## config.mk

```make
export PLATFORM = sky130hd
export DESIGN_NAME = adc_par_reader
export DESIGN_NICKNAME = d
export VERILOG_FILES = /design/src/rtl/adc_pkg.sv /design/src/rtl/adc_sync.sv /design/src/rtl/adc_cnt.sv /design/src/rtl/adc_par_reader.sv
export SDC_FILE = /design/constraint.sdc
export NUM_CORES = 1
export LEC_CHECK = 0
export CAP_MARGIN = 20
export CORE_MARGIN = 10
export CORE_UTILIZATION = 52
export DETAILED_ROUTE_END_ITERATION = 16
export PLACE_DENSITY = 0.79
export SLEW_MARGIN = 20
export SYNTH_ARGS = -nofsm -noshare
export SYNTH_HDL_FRONTEND = slang
export SYNTH_SLANG_ARGS = --single-unit
```

## constraint.sdc

```tcl
create_clock -name clk -period 2.45 [get_ports clk]
set_input_delay 0.3675 -clock clk [delete_from_list [all_inputs] [get_ports clk]]
set_output_delay 0.3675 -clock clk [all_outputs]
set_load 0.05 [all_outputs]
```

## src/rtl/adc_pkg.sv

```systemverilog
package adc_pkg;

    typedef enum logic [2:0] {
        ST_IDLE,
        ST_SETUP,
        ST_PULSE,
        ST_WAIT,
        ST_ACCESS,
        ST_BYTE2,
        ST_DONE,
        ST_GAP
    } rd_state_t;

endpackage

```

## src/rtl/adc_sync.sv

```systemverilog
module adc_sync #(
    parameter int  STAGES  = 2,
    parameter logic RST_VAL = 1'b1
) (
    input  logic clk,
    input  logic rst_n,
    input  logic d_i,
    output logic q_o
);

    logic [STAGES-1:0] chain_q;

    always_ff @(posedge clk) begin
        if (!rst_n) begin
            chain_q <= {STAGES{RST_VAL}};
        end else begin
            for (int i = STAGES - 1; i > 0; i--) begin
                chain_q[i] <= chain_q[i-1];
            end
            chain_q[0] <= d_i;
        end
    end

    assign q_o = chain_q[STAGES-1];

endmodule

```

## src/rtl/adc_cnt.sv

```systemverilog
module adc_cnt #(
    parameter int W = 8
) (
    input  logic         clk,
    input  logic         rst_n,
    input  logic         load_i,
    input  logic [W-1:0] val_i,
    output logic         zero_o
);

    logic [W-1:0] cnt_q;

    always_ff @(posedge clk) begin
        if (!rst_n) begin
            cnt_q <= '0;
        end else if (load_i) begin
            cnt_q <= val_i;
        end else if (cnt_q != '0) begin
            cnt_q <= cnt_q - 1'b1;
        end
    end

    assign zero_o = (cnt_q == '0);

endmodule

```

## src/rtl/adc_par_reader.sv

```systemverilog
module adc_par_reader
    import adc_pkg::*;
#(
    parameter int PULSE_CYC   = 5,
    parameter int ACCESS_CYC  = 9,
    parameter int SPACING_CYC = 1000,
    parameter int TIMEOUT_CYC = 2000,
    parameter int SYNC_STAGES = 2,
    parameter int RAW_W       = 12,
    parameter int LANE_W      = 8,
    parameter int SAMPLE_W    = 16
) (
    input  logic                    clk,
    input  logic                    rst_n,
    input  logic                    start_i,
    input  logic                    byte_mode_i,
    input  logic                    busy_i,
    input  logic [LANE_W-1:0]       lane_hi_i,
    input  logic [RAW_W-LANE_W-1:0] lane_lo_i,
    output logic                    cs_n_o,
    output logic                    rc_o,
    output logic                    byte_o,
    output logic [SAMPLE_W-1:0]     sample_o,
    output logic                    sample_vld_o,
    output logic                    err_o
);

    localparam int NIB_W  = RAW_W - LANE_W;
    localparam int PH_M1  = (PULSE_CYC > ACCESS_CYC) ? PULSE_CYC : ACCESS_CYC;
    localparam int PH_MAX = (PH_M1 > TIMEOUT_CYC) ? PH_M1 : TIMEOUT_CYC;
    localparam int PH_W   = $clog2(PH_MAX + 1);
    localparam int GAP_W  = $clog2(SPACING_CYC + 1);
    localparam int EXT_W  = SAMPLE_W - RAW_W;

    rd_state_t st_q, st_nxt;

    logic             busy_s, busy_prev_q, busy_rise;
    logic             ph_load, ph_zero;
    logic [PH_W-1:0]  ph_val;
    logic             gap_load, gap_zero;
    logic             mode_q;
    logic             err_q, err_set, err_clr;
    logic             cap_hi, cap_lo;
    logic [RAW_W-1:0] raw_q;

    // BUSY crosses into the clock domain before edge detection
    adc_sync #(.STAGES(SYNC_STAGES), .RST_VAL(1'b1)) u_busy_sync (
        .clk  (clk),
        .rst_n(rst_n),
        .d_i  (busy_i),
        .q_o  (busy_s)
    );

    always_ff @(posedge clk) begin
        if (!rst_n) busy_prev_q <= 1'b1;
        else        busy_prev_q <= busy_s;
    end

    assign busy_rise = busy_s && !busy_prev_q;

    // phase timer: pulse width, access delay and BUSY watchdog share it
    adc_cnt #(.W(PH_W)) u_phase (
        .clk   (clk),
        .rst_n (rst_n),
        .load_i(ph_load),
        .val_i (ph_val),
        .zero_o(ph_zero)
    );

    // spacing timer: runs from the start of each convert pulse
    adc_cnt #(.W(GAP_W)) u_gap (
        .clk   (clk),
        .rst_n (rst_n),
        .load_i(gap_load),
        .val_i (GAP_W'(SPACING_CYC - 1)),
        .zero_o(gap_zero)
    );

    // state register
    always_ff @(posedge clk) begin
        if (!rst_n) st_q <= ST_IDLE;
        else        st_q <= st_nxt;
    end

    // next state and timer control
    always_comb begin
        st_nxt   = st_q;
        ph_load  = 1'b0;
        ph_val   = '0;
        gap_load = 1'b0;
        err_set  = 1'b0;
        err_clr  = 1'b0;
        cap_hi   = 1'b0;
        cap_lo   = 1'b0;
        unique case (st_q)
            ST_IDLE: begin
                if (start_i) begin
                    st_nxt  = ST_SETUP;
                    err_clr = 1'b1;
                end
            end
            ST_SETUP: begin
                st_nxt   = ST_PULSE;
                ph_load  = 1'b1;
                ph_val   = PH_W'(PULSE_CYC - 1);
                gap_load = 1'b1;
            end
            ST_PULSE: begin
                if (ph_zero) begin
                    st_nxt  = ST_WAIT;
                    ph_load = 1'b1;
                    ph_val  = PH_W'(TIMEOUT_CYC - 1);
                end
            end
            ST_WAIT: begin
                if (busy_rise) begin
                    st_nxt  = ST_ACCESS;
                    ph_load = 1'b1;
                    ph_val  = PH_W'(ACCESS_CYC - 1);
                end else if (ph_zero) begin
                    st_nxt  = ST_GAP;
                    err_set = 1'b1;
                end
            end
            ST_ACCESS: begin
                if (ph_zero) begin
                    cap_hi = 1'b1;
                    if (mode_q) begin
                        st_nxt  = ST_BYTE2;
                        ph_load = 1'b1;
                        ph_val  = PH_W'(ACCESS_CYC - 1);
                    end else begin
                        st_nxt = ST_DONE;
                    end
                end
            end
            ST_BYTE2: begin
                if (ph_zero) begin
                    cap_lo = 1'b1;
                    st_nxt = ST_DONE;
                end
            end
            ST_DONE: st_nxt = ST_GAP;
            ST_GAP: begin
                if (gap_zero) st_nxt = ST_IDLE;
            end
            default: st_nxt = ST_IDLE;
        endcase
    end

    // outputs decoded from the state alone
    always_comb begin
        cs_n_o       = 1'b1;
        rc_o         = 1'b1;
        byte_o       = 1'b0;
        sample_vld_o = 1'b0;
        unique case (st_q)
            ST_IDLE, ST_WAIT, ST_GAP: ;
            ST_SETUP:  rc_o = 1'b0;
            ST_PULSE: begin
                rc_o   = 1'b0;
                cs_n_o = 1'b0;
            end
            ST_ACCESS: cs_n_o = 1'b0;
            ST_BYTE2: begin
                cs_n_o = 1'b0;
                byte_o = 1'b1;
            end
            ST_DONE: sample_vld_o = 1'b1;
            default: ;
        endcase
    end

    // transaction mode, error flag and result capture
    always_ff @(posedge clk) begin
        if (!rst_n) begin
            mode_q <= 1'b0;
            err_q  <= 1'b0;
            raw_q  <= '0;
        end else begin
            if (st_q == ST_IDLE && start_i) mode_q <= byte_mode_i;
            if (err_set)      err_q <= 1'b1;
            else if (err_clr) err_q <= 1'b0;
            if (cap_hi) begin
                raw_q[RAW_W-1:NIB_W] <= lane_hi_i;
                if (!mode_q) raw_q[NIB_W-1:0] <= lane_lo_i;
            end
            if (cap_lo) raw_q[NIB_W-1:0] <= lane_hi_i[LANE_W-1 -: NIB_W];
        end
    end

    assign err_o    = err_q;
    assign sample_o = {{EXT_W{raw_q[RAW_W-1]}}, raw_q};

endmodule

```

# Word level (Yosys, flattened, before mapping)
# Index checks and enable logic that the tools add are counted.
[totals] ff_bits=41 in_bits=17 out_inout_bits=21 wordCells=83
[classes] add_sub_neg=2 n_eq_ne=14 muxes=39 n_bitwise=1 reduce_logical=17
[ops] cell="$pmux W11 S4" n=1
[ops] cell="$mux W11" n=3
[ops] cell="$mux W4" n=6
[ops] cell="$pmux W3 S8" n=1
[ops] cell="$mux W3" n=7
[ops] cell="$mux W10" n=2
[ops] cell="$mux W1" n=17
[ops] cell="$eq A3 B3 Y1 const B" n=4
[ops] cell="$logic_not A11 Y1" n=1
[ops] cell="$reduce_bool A11 Y1" n=1
[ops] cell="$sub A11 B1 Y11 const B" n=1
[ops] cell="$logic_not A10 Y1" n=1
[ops] cell="$ne A2 B2 Y1 const B" n=5
[ops] cell="$reduce_bool A10 Y1" n=1
[ops] cell="$sub A10 B1 Y10 const B" n=1
[ops] cell="$reduce_bool A2 Y1" n=4
[ops] cell="$eq A3 B2 Y1 const B" n=2
[ops] cell="$reduce_and A6 Y1" n=1
[ops] cell="$pmux W1 S4" n=1
[ops] cell="$reduce_or A2 Y1" n=2
[ops] cell="$eq A3 B1 Y1 const B" n=1
[ops] cell="$logic_not A3 Y1" n=1
[ops] cell="$ne A3 B3 Y1 const B" n=1
[ops] cell="$reduce_or A3 Y1" n=1
[ops] cell="other kinds (6)" n=7

# Depth between registers and ports, before layout
[depth] word_depth=5 mapped_depth=8 ltp_nobuf=6

# Cells and area by module
# Synthesis repeated with hierarchy kept, for this count alone.
[hier_totals] cells_unflattened=270 hier_area_um2=2292.2
[by_module_without_submodules] mod="adc_par_reader" instances=1 cells_each=128 area_per_inst_um2=1033.5 seq_area_each_um2=360.3
[by_module_without_submodules] mod="adc_cnt (u_phase)" instances=1 cells_each=73 area_per_inst_um2=633.1 seq_area_each_um2=220.2
[by_module_without_submodules] mod="adc_cnt (u_gap)" instances=1 cells_each=65 area_per_inst_um2=573.0 seq_area_each_um2=200.2
[by_module_without_submodules] mod="adc_sync" instances=1 cells_each=4 area_per_inst_um2=52.6 seq_area_each_um2=40.0

# Least setup slack after synthesis
# No wires, ideal clock.
[synth_path] path_type="reg2out" from="reg st_q[2]" to="out sample_vld_o" arrival_time_ns=1.986 required_ns=2.082 slack_ns=0.096 stages_incl_launch_ff=4 path_buffers=2 path_cell_list="dfxtp_1 > clkbuf_1 > clkbuf_1 > nor3b_1"
[synth_between] elab_chain_len=2
[synth_rtl] item="from (decl)" line_no="adc_par_reader.sv:35" text="rd_state_t st_q, st_nxt;"
[synth_rtl] item="from (signal assigned)" line_no="adc_par_reader.sv:82" text="else st_q <= st_nxt;"
[synth_rtl] item="$eq A3 B3 Y1" line_no="adc_par_reader.sv:157" text="unique case (st_q)"
[synth_rtl] item="$mux W1" line_no="adc_par_reader.sv:157"
[synth_rtl] item="to (decl)" line_no="adc_par_reader.sv:24" text="output logic sample_vld_o,"
# Every way passes these cells.

# Worst setup path in the final report
[layout_path] from="reg u_phase.cnt_q[0]" to="reg u_phase.cnt_q[10]"
[layout_between] elab_chain_len=4 word_cells_on_any_way=11 classes_between="1 x add/sub; 7 x mux; 3 x reduce/logical"
[layout_rtl] item="from (decl)" line_no="adc_cnt.sv:11" text="logic [W-1:0] cnt_q;"
[layout_rtl] item="from (signal assigned)" line_no="adc_cnt.sv:17" text="cnt_q <= val_i;"
[layout_rtl] item="from (signal assigned)" line_no="adc_cnt.sv:19" text="cnt_q <= cnt_q - 1'b1;"
[layout_rtl] item="parallel branches: the longest is 4 deep, another holds $sub A11 B1 Y11"
# Several ways; the timed one is not identified. The select of a mux whose other input is x is not followed.
# A chain may end at the register's enable or synchronous reset.

==> summary.md <==
| Metric | Value |
|---|---|
| Result of the run | `finished clean` |
| CTS Hold Buffers Added | `0` |
| Reg2Reg Depth | `6` |
| Mapped Nets | `roughly 260` |
| Die Ht | `roughly 83 um` |
| FP Rows | `22` |
| Crit. Startpoint | `u_phase.cnt_q[0]` |
| Via-per-instance ratio | `between 5 and 6` |
| Average cell area after synthesis | `between 8 and 9 sq um` |
| Hpwl dp | `between 3000 and 4000 um` |
| Final TNS setup | `0 ps` |
| Pin count of the biggest net entering global routing | `18` |
| Die area | `a little under 0.007 sq mm` |
| Worst EP required | `2680 ps` |
| Slowest stage delay, CP | `around 490 ps` |
| Register area share after synthesis | `0.395` |
| Most common cell after layout, fill and taps aside | `dfxtp_1` |
| Antenna violations before repair | `0` |
| Number of nets in the layout | `294` |
| Crit path depth | `6` |
| Htree depth | `2` |
| Final Hold Viols | `0` |
| First-pass GRT wire length | `approximately 8400 um` |
| Leakage | `about 0.9 nW` |
| CTS Buf Count | `5` |
| CTS sink cnt | `~40` |
| PwrDens | `around 1200 mW/mm^2` |
| Fill count | `approximately 300` |
| Worst Path Buf+Inv | `1` |
| Max Clock Skew | `roughly 4.8 ps` |
| Commonest cells after routing, fill and taps aside | `dfxtp_1, clkdlybuf4s50_1, nor2_1` |
| Reg2reg start | `u_phase.cnt_q[0]` |
| CTS max path bufs | `2` |
| Critical-path maximum fanout | `3` |
| Post-Syn Area | `about 0.0021 sq mm` |
| Detail Route Antenna Nets | `0` |
| Setup crit end | `u_phase.cnt_q[10]` |
| DRT Pass-1 Iters | `4` |
| Synth top area share | `0.395` |
| Seq pwr share | `0.331` |
| Worst setup SP type | `flip-flop` |
| Drt total wl | `4850 um` |
| Total Power | `around 3.1 mW` |
| Area contributors post-synth | `dfxtp_1, mux2i_1, a21oi_1` |
| CP Class | `flip-flop to flip-flop` |
| Routed len/inst | `15.0 um` |
| Max Clock Freq | `460 MHz` |
| Clock slew at reported path FFs | `around 80 ps` |
| Initial core utilization | `0.550` |
| Number of global-route vias before repair | `roughly 1,800` |
| Clk_lat worst skew | `290 ps` |
| Post-Syn Instances | `roughly 240` |
| Netlist cell types | `47` |
| Crit path capture type | `flip-flop` |
| R2R setup slack | `around 280 ps` |
| Hold path depth | `1` |
| Max-Cap Viols | `0` |
| Final Critical Period | `about 2200 ps` |
| Area growth, synth to finish | `24.3%` |
| Yosys reg bits | `around 40` |
| IO Pins | `38` |
| Vias | `roughly 1,900` |
| Top_reg_cell synth | `dfxtp_1` |
| Detailed Route Iter0 Violations | `about 110` |
| Fin util | `0.684` |
| Layout cells sized above 1 | `0.116` |
| CP top delay family | `simple AND/OR/NAND/NOR gates` |
| CTS-repair resized insts | `0` |
| Yosys warning count | `0` |
| DIE WIDTH | `roughly 83 um` |
| Setup Viol. Count Final | `0` |
| WP data arrival | `roughly 2400 ps` |
| Setup repair bufs after CTS | `0` |
| Core area | `0.00377 sq mm` |
| Slowest CP cell | `or4_4` |
| Final Wtd Congestion | `0.832` |
| Async S/R FF share, synth | `0` |
| Sw Pwr | `between 1 and 1.5 mW` |
| Worst Tran Pin Value | `about 540 ps` |
| Port Buffers | `37` |
| Internal | `between 1.5 and 2 mW` |
| Net Sw Frac | `0.439` |
| RSZ-0062 raised after global routing | `false` |
| Peak supply drop | `between 0.0009 and 0.001 V` |
| Global route total overflow | `0` |
| Worst-path cell chain | `inv_1 -> ha_1 -> or3b_2 -> or4_4 -> or3b_1 -> a21oi_2` |
| Total track usage | `0.141` |
| Number of synthesized flops with an enable pin | `0` |
| Clock network power share | `0.137` |
| Fin crit share | `0.887` |
| Max-slew violations | `0` |
| Combinational power share | `0.532` |
| Post-route DRC violation count | `0` |
| ANT cells | `0` |
| Area leader, netlist | `dfxtp_1` |
| Worst Hold Class | `flip-flop to flip-flop` |
| Max-Slew Margin vs Limit | `0.640` |
| Root buffer cell | `clkbuf_8` |
| Worst r2r dst | `u_phase.cnt_q[10]` |
| CTS tree | `yes` |
==> state kept, by name (all words and copies together) (netlist names) <==
signal and cells:
err_o 1, raw_q 12, u_phase.cnt_q 11, busy_prev_q 1, mode_q 1, u_busy_sync.chain_q 2
st_q 3, u_gap.cnt_q 10
==> synth_stat cells (3+ instances only) <==
library cell and n:
xor2_1 3, nand3_1 6, clkbuf_1 11, o31ai_1 5, mux2i_1 15, dfxtp_1 41, nand2b_1 8, a21oi_1 21
nor2_1 23, nor3_1 12, o21ai_0 8, xnor2_1 7, or3_1 5, a31oi_1 3, nor4_1 3, or4_1 3
nor3b_1 3, nand2_1 7, ha_1 3, buf_4 4, inv_1 9
==> power groups by stage <==
stage / logic [mW] / clock network (mW) / registers (mW)
6_report: 1.67 / 0.432 / 1.04
5_1_grt: 1.86 / 0.476 / 1.08
4_1_cts: 1.67 / 0.442 / 1.04
3_5_place_dp: 1.65 / 0 / 1.05
3_3_place_gp: 1.63 / 0 / 1.05
2_1_floorplan: 1.30 / 0 / 0.998
==> worst min-delay path by stage <==
stage,startpoint,endpoint
after global routing,u_busy_sync.chain_q[0],u_busy_sync.chain_q[1]
after floorplan,u_busy_sync.chain_q[0],u_busy_sync.chain_q[1]
after CTS,u_busy_sync.chain_q[0],u_busy_sync.chain_q[1]
final,u_busy_sync.chain_q[0],u_busy_sync.chain_q[1]
after global placement,u_busy_sync.chain_q[0],u_busy_sync.chain_q[1]
after detailed placement,u_busy_sync.chain_q[0],u_busy_sync.chain_q[1]
==> per-layer routing <==
metal | share of wire | global-route usage
met4 | 0.011 | 0.0431
met3 | 0.092 | 0.0723
met1 | 0.43 | 0.158
met5 | 0 | 0
met2 | 0.46 | 0.226
==> layout make-up <==
class,count,area (sq um),share of cell area
multi-input combinational,168,1130,0.437
inverter,9,33.8,0.0131
timing repair buffer,49,450,0.175
tap,48,60.1,0.0233
sequential,41,821,0.318
clock buffer,5,68.8,0.0267
clock inverter,3,17.5,0.00679
==> stage by stage <==
step                cell area [sq um]  worst slack (ps)  cells  hold slack (ps)
CTS                              2580               279    323              427
floorplan                        2080              96.3    236              386
global placement                 2490               341    315              412
detailed placement               2490               288    315              417
global route                     2580               163    323              431
finish                           2580               277    323              437
==> cells by family after synthesis <==
family / after synthesis / synth area share
simple gates: 84 / 0.238
compound gates: 56 / 0.174
flops: 41 / 0.395
buf+inv: 27 / 0.0609
mux: 15 / 0.0723
xor+xnor: 10 / 0.0422
fa+ha+maj: 3 / 0.0181
No activity file was read; power rests on OpenSTA's default activity.
